[src/rtl/ecl_pkg.sv]
package ecl_pkg;

    localparam int unsigned PAY_W_DEF    = 24;
    localparam int unsigned OVH_W        = 4;
    localparam int unsigned LOCK_RUN_DEF = 4;

    typedef enum logic {
        ST_SEARCH = 1'b0,
        ST_LOCKED = 1'b1
    } align_st_t;

    typedef struct packed {
        logic frame_end;
        logic edge_ok;
        logic par_ok;
    } frame_evt_t;

    function automatic logic strobe_level(input logic active, input logic pol_hi);
        return ~(active ^ pol_hi);
    endfunction

endpackage

[src/rtl/ecl_bit_window.sv]
module ecl_bit_window #(
    parameter int unsigned FRAME_W = 28
) (
    input  logic               clk,
    input  logic               rst,
    input  logic               ser_bit,
    input  logic               retry_shift,
    output logic               frame_end,
    output logic [FRAME_W-1:0] win
);
    localparam int unsigned PH_W = $clog2(FRAME_W);
    localparam int unsigned LAST = FRAME_W - 1;

    logic [FRAME_W-1:0] sreg_q;
    logic [PH_W-1:0]    phase_q;

    assign win       = {ser_bit, sreg_q[FRAME_W-1:1]};
    assign frame_end = (phase_q == PH_W'(LAST));

    always_ff @(posedge clk) begin
        if (rst) begin
            sreg_q  <= '0;
            phase_q <= '0;
        end else begin
            sreg_q <= win;
            if (frame_end) begin
                phase_q <= retry_shift ? PH_W'(1) : '0;
            end else begin
                phase_q <= phase_q + PH_W'(1);
            end
        end
    end

    AST_PHASE_IN_RANGE: assert property (@(posedge clk) disable iff (rst)
        phase_q <= PH_W'(LAST));

    AST_SLIP_SHORTENS: assert property (@(posedge clk) disable iff (rst)
        (frame_end && retry_shift) |=> (phase_q == PH_W'(1)));

endmodule

[src/rtl/ecl_frame_check.sv]
module ecl_frame_check
    import ecl_pkg::*;
#(
    parameter int unsigned PAY_W = 24
) (
    input  logic [PAY_W+OVH_W-1:0] win,
    input  logic                   frame_end,
    output frame_evt_t             evt,
    output logic [PAY_W-1:0]       pay
);
    localparam int unsigned POS_START = 0;
    localparam int unsigned POS_PAY   = 1;
    localparam int unsigned POS_INV   = PAY_W + 1;
    localparam int unsigned POS_PAR   = PAY_W + 2;
    localparam int unsigned POS_END   = PAY_W + 3;

    always_comb begin
        evt.frame_end = frame_end;
        evt.edge_ok   = win[POS_START] & ~win[POS_END];
        evt.par_ok    = ~(^win[POS_PAR:POS_PAY]);
    end

    for (genvar i = 0; i < PAY_W; i++) begin : g_uninv
        assign pay[i] = win[POS_PAY + i] ^ win[POS_INV];
    end

endmodule

[src/rtl/ecl_lock_fsm.sv]
module ecl_lock_fsm
    import ecl_pkg::*;
#(
    parameter int unsigned LOCK_RUN = 4
) (
    input  logic       clk,
    input  logic       rst,
    input  frame_evt_t evt,
    output logic       retry_shift,
    output logic       take_word,
    output logic       lock
);
    localparam int unsigned RUN_W = $clog2(LOCK_RUN + 1);

    align_st_t        st_q, st_n;
    logic [RUN_W-1:0] run_q, run_n;
    logic             good;

    assign good = evt.edge_ok & evt.par_ok;
    assign lock = (st_q == ST_LOCKED);

    always_comb begin
        st_n        = st_q;
        run_n       = run_q;
        take_word   = 1'b0;
        retry_shift = 1'b0;
        if (evt.frame_end) begin
            case (st_q)
                ST_SEARCH: begin
                    if (good) begin
                        if (run_q == RUN_W'(LOCK_RUN - 1)) begin
                            st_n      = ST_LOCKED;
                            run_n     = '0;
                            take_word = 1'b1;
                        end else begin
                            run_n = run_q + RUN_W'(1);
                        end
                    end else begin
                        run_n       = '0;
                        retry_shift = 1'b1;
                    end
                end
                ST_LOCKED: begin
                    if (evt.edge_ok) begin
                        take_word = 1'b1;
                    end else begin
                        st_n  = ST_SEARCH;
                        run_n = '0;
                    end
                end
                default: st_n = ST_SEARCH;
            endcase
        end
    end

    always_ff @(posedge clk) begin
        if (rst) begin
            st_q  <= ST_SEARCH;
            run_q <= '0;
        end else begin
            st_q  <= st_n;
            run_q <= run_n;
        end
    end

    AST_LOCK_NEEDS_RUN: assert property (@(posedge clk) disable iff (rst)
        $rose(lock) |-> ($past(run_q) == RUN_W'(LOCK_RUN - 1)));

    AST_EDGE_MISS_DROPS: assert property (@(posedge clk) disable iff (rst)
        (lock && evt.frame_end && !evt.edge_ok) |=> !lock);

    AST_PARITY_KEEPS_LOCK: assert property (@(posedge clk) disable iff (rst)
        (lock && evt.frame_end && evt.edge_ok && !evt.par_ok) |=> lock);

    AST_RUN_BOUND: assert property (@(posedge clk) disable iff (rst)
        run_q < RUN_W'(LOCK_RUN));

endmodule

[src/rtl/ecl_word_out.sv]
module ecl_word_out
    import ecl_pkg::*;
#(
    parameter int unsigned PAY_W = 24
) (
    input  logic             clk,
    input  logic             rst,
    input  logic             take_word,
    input  logic             par_err,
    input  logic [PAY_W-1:0] pay,
    input  logic             lock,
    input  logic             out_en,
    input  logic             stb_pol,
    output logic [PAY_W-1:0] word_data,
    output logic             word_clk,
    output logic             word_err
);
    logic [PAY_W-1:0] data_q;
    logic             stb_q;
    logic             err_q;

    always_ff @(posedge clk) begin
        if (rst) begin
            data_q <= '0;
            stb_q  <= 1'b0;
            err_q  <= 1'b0;
        end else begin
            stb_q <= take_word;
            err_q <= take_word & par_err;
            if (take_word) begin
                data_q <= pay;
            end
        end
    end

    assign word_data = (out_en && lock) ? data_q : '0;
    assign word_clk  = out_en ? strobe_level(stb_q, stb_pol) : 1'b0;
    assign word_err  = err_q;

    AST_STB_WITH_LOCK: assert property (@(posedge clk) disable iff (rst)
        stb_q |-> lock);

    AST_ERR_WITH_STB: assert property (@(posedge clk) disable iff (rst)
        err_q |-> stb_q);

    AST_STB_SINGLE: assert property (@(posedge clk) disable iff (rst)
        stb_q |=> !stb_q);

endmodule

[src/rtl/ecl_frame_aligner.sv]
module ecl_frame_aligner
    import ecl_pkg::*;
#(
    parameter int unsigned PAY_W    = PAY_W_DEF,
    parameter int unsigned LOCK_RUN = LOCK_RUN_DEF
) (
    input  logic             clk,
    input  logic             rst,
    input  logic             ser_bit,
    input  logic             out_en,
    input  logic             stb_pol,
    output logic             lock,
    output logic [PAY_W-1:0] word_data,
    output logic             word_clk,
    output logic             word_err
);
    localparam int unsigned FRAME_W = PAY_W + OVH_W;

    logic               frame_end;
    logic [FRAME_W-1:0] win;
    logic               retry_shift;
    logic               take_word;
    frame_evt_t         evt;
    logic [PAY_W-1:0]   pay;

    ecl_bit_window #(.FRAME_W(FRAME_W)) u_window (
        .clk         (clk),
        .rst         (rst),
        .ser_bit     (ser_bit),
        .retry_shift (retry_shift),
        .frame_end   (frame_end),
        .win         (win)
    );

    ecl_frame_check #(.PAY_W(PAY_W)) u_check (
        .win       (win),
        .frame_end (frame_end),
        .evt       (evt),
        .pay       (pay)
    );

    ecl_lock_fsm #(.LOCK_RUN(LOCK_RUN)) u_fsm (
        .clk         (clk),
        .rst         (rst),
        .evt         (evt),
        .retry_shift (retry_shift),
        .take_word   (take_word),
        .lock        (lock)
    );

    ecl_word_out #(.PAY_W(PAY_W)) u_out (
        .clk       (clk),
        .rst       (rst),
        .take_word (take_word),
        .par_err   (~evt.par_ok),
        .pay       (pay),
        .lock      (lock),
        .out_en    (out_en),
        .stb_pol   (stb_pol),
        .word_data (word_data),
        .word_clk  (word_clk),
        .word_err  (word_err)
    );

endmodule

[config.mk]
export PLATFORM = sky130hd
export DESIGN_NAME = ecl_frame_aligner
export DESIGN_NICKNAME = d
export VERILOG_FILES = /design/src/rtl/ecl_pkg.sv /design/src/rtl/ecl_bit_window.sv /design/src/rtl/ecl_frame_check.sv /design/src/rtl/ecl_lock_fsm.sv /design/src/rtl/ecl_word_out.sv /design/src/rtl/ecl_frame_aligner.sv
export SDC_FILE = /design/constraint.sdc
export NUM_CORES = 1
export LEC_CHECK = 0
export BUFFER_PORTS_ARGS = -buffer_cell sky130_fd_sc_hd__buf_2
export CAP_MARGIN = 20
export CORE_MARGIN = 2
export CORE_UTILIZATION = 59
export CTS_BUF_LIST = sky130_fd_sc_hd__clkbuf_4 sky130_fd_sc_hd__clkbuf_8
export CTS_CLUSTER_DIAMETER = 40
export DETAILED_ROUTE_END_ITERATION = 7
export HOLD_SLACK_MARGIN = 0.08
export PLACE_DENSITY = 0.88
export SLEW_MARGIN = 20
export SYNTH_ARGS = -nofsm -noshare
export SYNTH_HDL_FRONTEND = slang
export SYNTH_SLANG_ARGS = --single-unit
[constraint.sdc]
create_clock -name clk -period 2.3 [get_ports clk]
set_input_delay 0.23 -clock clk [delete_from_list [all_inputs] [get_ports clk]]
set_output_delay 0.23 -clock clk [all_outputs]
set_load 0.005 [all_outputs]
==> impl_metrics.csv, run 1 <==
group,metric,value,unit
clocking,cts_buffers,9,
synthesis,synth_flop_cell,"dfxtp_1",
clocking,tritoncts,"yes",
placement,placed_area,0.00278,mm²
routing,wl_per_cell,17.1,µm
routing,route.met2.wl,2790,µm
setup_path,startpoint_type,"flip-flop",
routing,met3WireLength,270,µm
timing,slew_viol_final,0,
synthesis,ys_ff_latch,62,
clocking,worstSkewPairLatency,350,ps
placement,portBuffers,31,
routing,drc,0,
layout,n_fill_cell,301,
setup_path,worstPathMaxFanout,12,
layout,fin_cells,340,
global_routing,antenna_found_initial,0,
synthesis,ys_seq_area_frac,0.475,
worst_hold_path,hold_class,"input port to flip-flop",
outcome,run_status,"finished with violations",
timing,finalSetupViolCount,24,
floorplanning,die_w,70.5,µm
global_routing,grt_pass1_vias,1781,
setup_path,criticalPathCategory,"flip-flop to flip-flop",
clocking,clock_sinks,62,
timing,final-hold-violation-count,0,
setup_path,cp-end-kind,"flip-flop",
routing,vias,1915,
synthesis,synth_fp_nets,253,
layout,diodes,0,
timing,min_period_over_period,1.03,
routing,drtAntennaViolNets,0,
global_routing,grt_pass1_wl,8290,µm
timing,period_minus_slack,2370,ps
floorplanning,start_util,0.604,
placement,gp_congestion,0.796,
routing,viasPerCell,5.63,
clocking,cts_root_buf,"clkbuf_8",
placement,dp_slack,55.6,ps
routing,first_iter_violations,114,
layout,nNetsFinal,290,
timing,fmax,422,MHz
synthesis,synth_edf_count,0,
routing,routed.top_layer,"met4",
timing,tightest_slew,507,ps
synthesis,postSynthCellCount,246,
clocking,cts_max_level,3,
clocking,path_clk_slew,70,ps
timing,fin_ws,-67.7,ps
global_routing,grt_start_max_net_pins,30,
synthesis,async_flop_share,0,
routing,wl_met1,2610,µm
power,power_density,736,mW/mm²
routing,drtPass1Iterations,4,
synthesis,synth_area,0.00261,mm²
layout,drive_gt1_frac,0.236,
floorplanning,rows,24,
synthesis,avgSynthCellArea,10.6,µm²
floorplanning,die_y,70.5,µm
floorplanning,coreArea,0.00432,mm²
layout,final_area,0.00306,mm²
power,ir_drop,0.000420,V
timing,tns,-1110,ps
timing,max_slew_margin,0.661,
synthesis,yosys_warnings,0,
flow_run,maxCapViolCount,0,
power,p_leak,1.50,nW
clocking,cts_buffer_depth,2,
floorplanning,io-pin-count,32,
layout,synthToLayoutAreaGrowth,17.0,%
routing,routed_wirelength,5820,µm
floorplanning,die_area,0.00498,mm²
setup_path,crit_required,2590,ps
placement,dp_hpwl,3240,µm
setup_path,critPathArrivalTime,2660,ps
placement,place_inst,319,
timing,clock_skew,9.23,ps
outcome,violations,"negative setup slack",
global_routing,grt_usage,0.219,
global_routing,grt.overflow.total,0,
synthesis,synth.distinct_cells,36,
[cells by family after synthesis]
logic type	synth area share
AND/OR/NAND/NOR	0.182
buffers and inverters	0.0398
XOR/XNOR	0.178
flip-flops	0.475
adder cells (fa/ha/maj)	0.00958
AO/OA/AOI/OAI	0.115
[layout make-up]
cell class / count / area (µm²) / area share
clock buffer: 12 / 153 / 0.0499
inverter: 2 / 7.51 / 0.00245
clock inverter: 4 / 70.1 / 0.0229
multi-input combinational: 168 / 1300 / 0.425
tap: 52 / 65.1 / 0.0213
timing repair buffer: 40 / 223 / 0.0728
sequential: 62 / 1240 / 0.406
[where the power goes]
| group | switching [W] | internal [W] | total [W] | leakage [nW] |
|---|---|---|---|---|
| combinational | 0.0000619 | 0.0000365 | 0.0000984 | 0.883 |
| sequential | 0.00000607 | 0.00108 | 0.00109 | 0.500 |
| clock | 0.000405 | 0.000660 | 0.00106 | 0.117 |
[critical path, stage by stage, from the launching register on]
cell,delay [ps]
dfxtp_1,400
xnor2_1,130
xnor2_1,280
xnor2_1,170
xnor3_2,520
nor3b_4,270
buf_4,170
o21a_4,220
a22o_1,140
[metrics by stage]
stage,total power [W],hold slack [ps],utilization
2_1_floorplan,0.00118,358,-
3_3_place_gp,0.00120,452,0.643
3_5_place_dp,0.00120,459,0.643
4_1_cts,0.00225,122,0.695
5_1_grt,0.00230,164,0.707
6_report,0.00225,124,0.707
[cell usage after synthesis (all sizes together) (2+ instances only)]
library cell  count  share of area
dfxtp            62           0.48
nor2b            28          0.068
and3             25          0.060
xor2             25          0.084
a22o             24          0.080
xnor2            22          0.077
buf               8          0.023
clkbuf            7          0.010
nor2              7          0.010
nand2             6         0.0096
a21oi             5         0.0096
nor3b             4          0.018
nand3             3         0.0057
a211oi            2         0.0057
ha                2         0.0096
inv               2         0.0029
nor3              2         0.0038
o211ai            2         0.0057
xnor3             2          0.018
[cells in the final DEF (no fill, tap or decap), drive strengths merged, types with 2 or more instances in the layout]
| cell type | netlist | layout |
|---|---|---|
| inv | 2 | 2 |
| xnor3 | 2 | 2 |
| xor2 | 25 | 25 |
| o211ai | 2 | 2 |
| a22o | 24 | 24 |
| clkinv | 0 | 2 |
| nor3b | 4 | 4 |
| clkbuf | 7 | 12 |
| bufinv | 0 | 2 |
| nor2 | 7 | 7 |
| a211oi | 2 | 2 |
| nand2 | 6 | 6 |
| dfxtp | 62 | 62 |
| xnor2 | 22 | 22 |
| nor2b | 28 | 28 |
| buf | 8 | 40 |
| ha | 2 | 2 |
| o21a | 1 | 3 |
| a21oi | 5 | 5 |
| nor3 | 2 | 2 |
| and3 | 25 | 25 |
| nand3 | 3 | 3 |
[path summary, 6_finish.rpt]
check	startpoint	endpoint	slack, ps	depth (start not counted)
min	ser_bit	u_window.sreg_q[27]$_SDFF_PP0_	120	2
max reg2reg	u_window.sreg_q[8]$_SDFF_PP0_	u_out.data_q[18]$_SDFFE_PP0P_	-70	8
min reg2reg	u_out.data_q[9]$_SDFFE_PP0P_	u_out.data_q[9]$_SDFFE_PP0P_	470	1
max	u_window.sreg_q[8]$_SDFF_PP0_	u_out.data_q[18]$_SDFFE_PP0P_	-70	8
[registers in the layout (all words and copies together) (netlist names)]
| signal | count |
|---|---|
| u_window.sreg_q | 27 |
| u_out.data_q | 24 |
| u_window.phase_q | 5 |
| u_fsm.run_q | 3 |
| u_fsm.lock | 1 |
| u_out.stb_q | 1 |
| u_out.word_err | 1 |
[routing by layer]
| metal | global-route usage | vias to the layer above |
|---|---|---|
| met5 | 0 | - |
| met4 | 0.147 | 0 |
| met3 | 0.0456 | 19 |
| met2 | 0.343 | 48 |
| met1 | 0.275 | 934 |
| li1 | - | 914 |
[repair_timing]
action                     in CTS  in global routing
hold buffers                    0                  0
buffers inserted                0                  3
gates cloned                    0                  2
resized for setup               0                  2
pin swaps                       1                  1
setup endpoints to repair       1                 23
Note: power is estimated with default switching activity, not from simulation.
==> run 2, diff against run 1 <==
--- a/config.mk
+++ b/config.mk
@@ -5,6 +5,7 @@
 export SDC_FILE = /design/constraint.sdc
 export NUM_CORES = 1
 export LEC_CHECK = 0
+export ABC_CLOCK_PERIOD_IN_PS = 2300
 export BUFFER_PORTS_ARGS = -buffer_cell sky130_fd_sc_hd__buf_2
 export CAP_MARGIN = 20
 export CORE_MARGIN = 2
@@ -14,6 +15,7 @@
 export DETAILED_ROUTE_END_ITERATION = 7
 export HOLD_SLACK_MARGIN = 0.08
 export PLACE_DENSITY = 0.88
+export SETUP_SLACK_MARGIN = 0.5
 export SLEW_MARGIN = 20
 export SYNTH_ARGS = -nofsm -noshare
 export SYNTH_HDL_FRONTEND = slang
==> run 2 against run 1 <==
Compared with the run above: the flow now finishes without violations; register-to-register slack gained 200 ps; first-iteration DRC count is 61% higher; core utilization increased by 0.52 points; worst setup slack better by 200 ps; die area unchanged; combinational power about the same; via count fell by 3.7%; non-clock buffer count increased by 1; clock skew down 2.3 ps; global-route usage grew 0.41 points; wire length shrank 12%.
==> impl_metrics.csv, run 2 (synthesized netlist as in run 1, its figures left out) <==
group,metric,value,unit
global_routing,grt_pass1_wl,8420,µm
power,clock_power_share,0.405,
timing,rsz0062_at_grt,"yes",
timing,fin_ws,129,ps
routing,vias,1845,
setup_path,crit_required,2580,ps
clocking,worstSkewPairLatency,340,ps
timing,tns,0,ps
setup_path,startpoint_type,"flip-flop",
clocking,path_clk_slew,60,ps
layout,layout_common_cells,"dfxtp_1, buf_2, nor2b_1",
layout,synthToLayoutAreaGrowth,17.9,%
timing,clock_skew,6.94,ps
timing,max_slew_margin,0.713,
timing,fmax,461,MHz
floorplanning,die_w,70.5,µm
routing,wl_met1,2370,µm
worst_hold_path,whs_path_depth,2,
power,p_int,0.00155,W
timing,period_minus_slack,2170,ps
power,switching_share,0.224,
routing,drc,0,
layout,largest_register_ffs,27,
floorplanning,rows,24,
routing,drtPass1Iterations,4,
timing,finalSetupViolCount,0,
placement,dp_hpwl,3050,µm
floorplanning,coreArea,0.00432,mm²
clocking,tritoncts,"yes",
floorplanning,die_area,0.00498,mm²
routing,routed_wirelength,5130,µm
routing,met3WireLength,153,µm
global_routing,grt_start_max_net_pins,26,
floorplanning,io-pin-count,32,
power,ir_drop,0.000394,V
routing,drtAntennaViolNets,0,
routing,routed.top_layer,"met4",
timing,min_period_over_period,0.944,
outcome,run_status,"finished, final reports clean",
power,p_sw,0.000448,W
layout,drive_gt1_frac,0.281,
timing,slew_viol_final,0,
timing,tightest_slew,431,ps
clocking,ctsHoldBuffers,0,
clocking,cts_buffer_depth,2,
global_routing,grt.overflow.total,0,
layout,layout_commonest_cell,"dfxtp_1",
routing,wl_per_cell,15.1,µm
flow_run,maxCapViolCount,0,
routing,viasPerCell,5.43,
layout,nNetsFinal,292,
power,seqPwrFrac,0.544,
layout,biggestRegsByFlops,"u_window.sreg_q (27), u_out.data_q (24), u_window.phase_q (5)",
placement,portBuffers,31,
setup_path,cp-end-kind,"flip-flop",
routing,first_iter_violations,184,
clocking,cts_max_level,3,
setup_path,rr_worst_depth,8,
timing,final-hold-violation-count,0,
layout,n_fill_cell,314,
power,p_leak,1.49,nW
clocking,cts_buffers,9,
routing,route.met2.wl,2470,µm
setup_path,criticalPathCategory,"flip-flop to flip-flop",
clocking,cts_root_buf,"clkbuf_8",
power,power_density,648,mW/mm²
setup_path,worstPathMaxFanout,6,
clocking,clock_sinks,62,
power,pwr-share-comb,0.050,
global_routing,grt_usage,0.224,
setup_path,critPathArrivalTime,2450,ps
layout,top_register,"u_window.sreg_q",
placement,gp_congestion,0.755,
layout,diodes,0,
floorplanning,start_util,0.604,
floorplanning,die_y,70.5,µm
placement,dp_slack,128,ps
worst_hold_path,hold_class,"input port to flip-flop",
global_routing,grt_pass1_vias,1737,
global_routing,antenna_found_initial,0,
run 2: cell count changes in the layout (fill, tap and decap cells not counted), sizes merged:
cell / delta
o21a: +1
buf: +1
bufinv: -2
run 2: final timing paths:
kind / endpoint / start / slack (ps)
min reg2reg: u_out.data_q[7]$_SDFFE_PP0P_ / u_out.data_q[7]$_SDFFE_PP0P_ / 470
max reg2reg: u_out.data_q[16]$_SDFFE_PP0P_ / u_window.sreg_q[16]$_SDFF_PP0_ / 130
max: u_out.data_q[16]$_SDFFE_PP0P_ / u_window.sreg_q[16]$_SDFF_PP0_ / 130
min: u_window.sreg_q[27]$_SDFF_PP0_ / ser_bit / 140
run 2: power by group through the flow:
stage / Clock, W / Combinational (W) / Sequential [W]
6_report: 0.000810 / 0.000100 / 0.00109
5_1_grt: 0.000864 / 0.000112 / 0.00109
4_1_cts: 0.000825 / 0.0000990 / 0.00109
3_5_place_dp: 0 / 0.0000923 / 0.00111
3_3_place_gp: 0 / 0.0000899 / 0.00111
2_1_floorplan: 0 / 0.0000768 / 0.00111
run 2: routing by layer:
metal,up-vias,global-route usage
met4,0,0.138
met5,-,0
met1,880,0.284
met3,12,0.0470
met2,37,0.350
li1,916,-
run 2: layout make-up:
type,count,area (µm²),area share
clock buffer,12,153,0.0496
timing repair buffer,41,238,0.0772
clock inverter,2,10.0,0.00325
inverter,2,7.51,0.00244
tap,52,65.1,0.0211
multi-input combinational,169,1360,0.440
sequential,62,1250,0.406
run 2: what timing repair did:
action                                 in CTS  in global routing
gates cloned                                3                  0
setup endpoints to repair                  31                 50
endpoints found under the hold margin       0                  0
setup buffers                               4                  1
pin swaps                                   6                  3
gates resized for setup                     4                  8
run 2: through the flow:
stage | std cells | cell area (µm²) | hold slack, ps | util | power [W]
floorplan | 246 | 2660 | 358 | - | 0.00119
global placement | 318 | 2810 | 450 | 0.649 | 0.00120
detailed placement | 318 | 2810 | 459 | 0.649 | 0.00120
CTS | 339 | 3050 | 131 | 0.705 | 0.00201
global route | 340 | 3080 | 156 | 0.712 | 0.00206
finish | 340 | 3080 | 139 | 0.712 | 0.00200
run 2: critical path, cell delays in order, from the launching register on:
cell	delay [ps]
dfxtp_2	350
xnor2_2	140
xnor2_1	160
xnor3_1	420
xnor3_2	290
nor3b_4	260
buf_4	170
o21a_4	170
a22o_1	140
==> run 3, diff against run 2 <==
--- a/config.mk
+++ b/config.mk
@@ -14,6 +14,7 @@
 export CTS_CLUSTER_DIAMETER = 40
 export DETAILED_ROUTE_END_ITERATION = 7
 export HOLD_SLACK_MARGIN = 0.08
+export MAX_ROUTING_LAYER = met4
 export PLACE_DENSITY = 0.88
 export SETUP_SLACK_MARGIN = 0.5
 export SLEW_MARGIN = 20
==> run 3 against run 2 <==
Compared with the run above: worst hold slack is essentially flat; core utilization unchanged; fmax down 0.11%; global-route usage grew 0.66 points; cell area is the same; first-iteration DRC count fell by 20%; total power about the same; combinational power about the same; count of clock-buffer cells in the layout unchanged; via count up 0.16%; register-to-register slack hardly changed; largest cell class unchanged.
==> impl_metrics.csv, run 3 (synthesized netlist as in run 1, its figures left out) <==
group,metric,value,unit
layout,synthToLayoutAreaGrowth,17.9,%
floorplanning,die_w,70.5,µm
setup_path,criticalPathCategory,"flip-flop to flip-flop",
setup_path,critPathArrivalTime,2450,ps
timing,min_period_over_period,0.945,
power,power_density,648,mW/mm²
global_routing,grt_pass1_vias,1742,
placement,gp_congestion,0.765,
global_routing,antenna_found_initial,0,
worst_hold_path,min_from,"ser_bit",
clocking,cts_max_level,3,
timing,slew_viol_final,0,
floorplanning,coreArea,0.00432,mm²
timing,fmax,460,MHz
routing,drtPass1Iterations,4,
routing,first_iter_violations,148,
setup_path,cp-end-kind,"flip-flop",
placement,place_inst,318,
timing,rsz0062_at_grt,"yes",
floorplanning,rows,24,
layout,top_register,"u_window.sreg_q",
timing,tns,0,ps
timing,tightest_slew,431,ps
outcome,run_status,"finished, final reports clean",
layout,layout_commonest_cell,"dfxtp_1",
global_routing,grt_pass1_wl,8410,µm
layout,drive_gt1_frac,0.281,
clocking,worstSkewPairLatency,340,ps
flow_run,maxCapViolCount,0,
setup_path,rrSetupSlack,130,ps
clocking,cts_buffer_depth,2,
routing,drtAntennaViolNets,0,
floorplanning,io-pin-count,32,
floorplanning,start_util,0.604,
clocking,path_clk_slew,60,ps
setup_path,r2r-end,"u_out.data_q[16]$_SDFFE_PP0P_",
timing,finalSetupViolCount,0,
layout,diodes,0,
worst_hold_path,min_to,"u_window.sreg_q[27]$_SDFF_PP0_",
clocking,cts_root_buf,"clkbuf_8",
layout,biggestRegsByFlops,"u_window.sreg_q (27), u_out.data_q (24), u_window.phase_q (5)",
clocking,clock_sinks,62,
power,ir_drop,0.000394,V
floorplanning,die_y,70.5,µm
worst_hold_path,hold_class,"input port to flip-flop",
placement,portBuffers,31,
setup_path,startpoint_type,"flip-flop",
timing,period_minus_slack,2170,ps
clocking,tritoncts,"yes",
timing,max_slew_margin,0.713,
layout,largest_register_ffs,27,
routing,viasPerCell,5.44,
layout,layout_common_cells,"dfxtp_1, buf_2, nor2b_1",
layout,fin_cells,340,
routing,wl_per_cell,15.1,µm
floorplanning,die_area,0.00498,mm²
global_routing,grt_start_max_net_pins,26,
setup_path,r2r-start,"u_window.sreg_q[16]$_SDFF_PP0_",
routing,vias,1848,
layout,nNetsFinal,292,
power,p_leak,1.49,nW
placement,dp_hpwl,3050,µm
setup_path,worstPathMaxFanout,6,
timing,clock_skew,7.33,ps
routing,routed_wirelength,5120,µm
setup_path,crit_required,2580,ps
global_routing,grt_usage,0.230,
global_routing,grt.overflow.total,0,
routing,drc,0,
setup_path,rr_worst_depth,8,
worst_hold_path,whs_path_depth,2,
clocking,cts_buffers,9,
timing,final-hold-violation-count,0,
run 3: layer usage:
metal / GRT usage / vias up / wire length (µm)
li1: - / 919 / -
met1: 0.282 / 885 / 2370
met2: 0.351 / 32 / 2460
met3: 0.0470 / 12 / 157
met4: 0.138 / 0 / 142
met5: - / - / 0
run 3: worst max-delay path, cell delays in order (launching register included):
cell and delay, ps:
dfxtp_2 350, xnor2_2 140, xnor2_1 160, xnor3_1 420, xnor3_2 290, nor3b_4 260
buf_4 170, o21a_4 170, a22o_1 140
run 3: repair_timing:
item | CTS | global route
pin swaps | 6 | 3
setup buffers | 4 | 1
hold buffers | 0 | 0
endpoints found under the setup margin | 31 | 50
resized for setup | 4 | 8
cloned | 3 | 0
run 3: stage by stage:
| stage | hold WS, ps | util | setup WS (ps) | area, µm² | power [W] |
|---|---|---|---|---|---|
| after floorplan | 358 | - | 267 | 2660 | 0.00119 |
| after global placement | 450 | 0.649 | 165 | 2810 | 0.00120 |
| after detailed placement | 459 | 0.649 | 128 | 2810 | 0.00120 |
| after CTS | 131 | 0.705 | 174 | 3050 | 0.00201 |
| after global routing | 156 | 0.712 | 16.7 | 3080 | 0.00206 |
| final | 139 | 0.712 | 127 | 3080 | 0.00200 |
run 3: cell type report:
class / count / area, µm²
Multi-Input combinational cell: 169 / 1360
Sequential cell: 62 / 1250
Fill cell: 314 / 1240
Timing Repair Buffer: 41 / 238
Clock buffer: 12 / 153
Tap cell: 52 / 65.1
Clock inverter: 2 / 10.0
Inverter: 2 / 7.51
run 3: worst max-delay path by stage:
stage	start	cells after the start	end	slack, ps
6_report	u_window.sreg_q[16]$_SDFF_PP0_	8	u_out.data_q[16]$_SDFFE_PP0P_	130
3_5_place_dp	u_window.sreg_q[19]$_SDFF_PP0_	7	u_out.data_q[16]$_SDFFE_PP0P_	130
2_1_floorplan	u_window.sreg_q[21]$_SDFF_PP0_	8	u_out.data_q[10]$_SDFFE_PP0P_	270
4_1_cts	u_window.sreg_q[19]$_SDFF_PP0_	8	u_out.data_q[0]$_SDFFE_PP0P_	170
3_3_place_gp	u_window.sreg_q[16]$_SDFF_PP0_	7	u_out.data_q[0]$_SDFFE_PP0P_	160
5_1_grt	u_window.sreg_q[19]$_SDFF_PP0_	8	u_out.data_q[23]$_SDFFE_PP0P_	20
run 3: power by group:
| group | switching (W) | internal, W | total (W) |
|---|---|---|---|
| clock | 0.000381 | 0.000428 | 0.000810 |
| combinational | 0.0000605 | 0.0000397 | 0.000100 |
| sequential | 0.00000623 | 0.00108 | 0.00109 |
| total | 0.000448 | 0.00155 | 0.00200 |
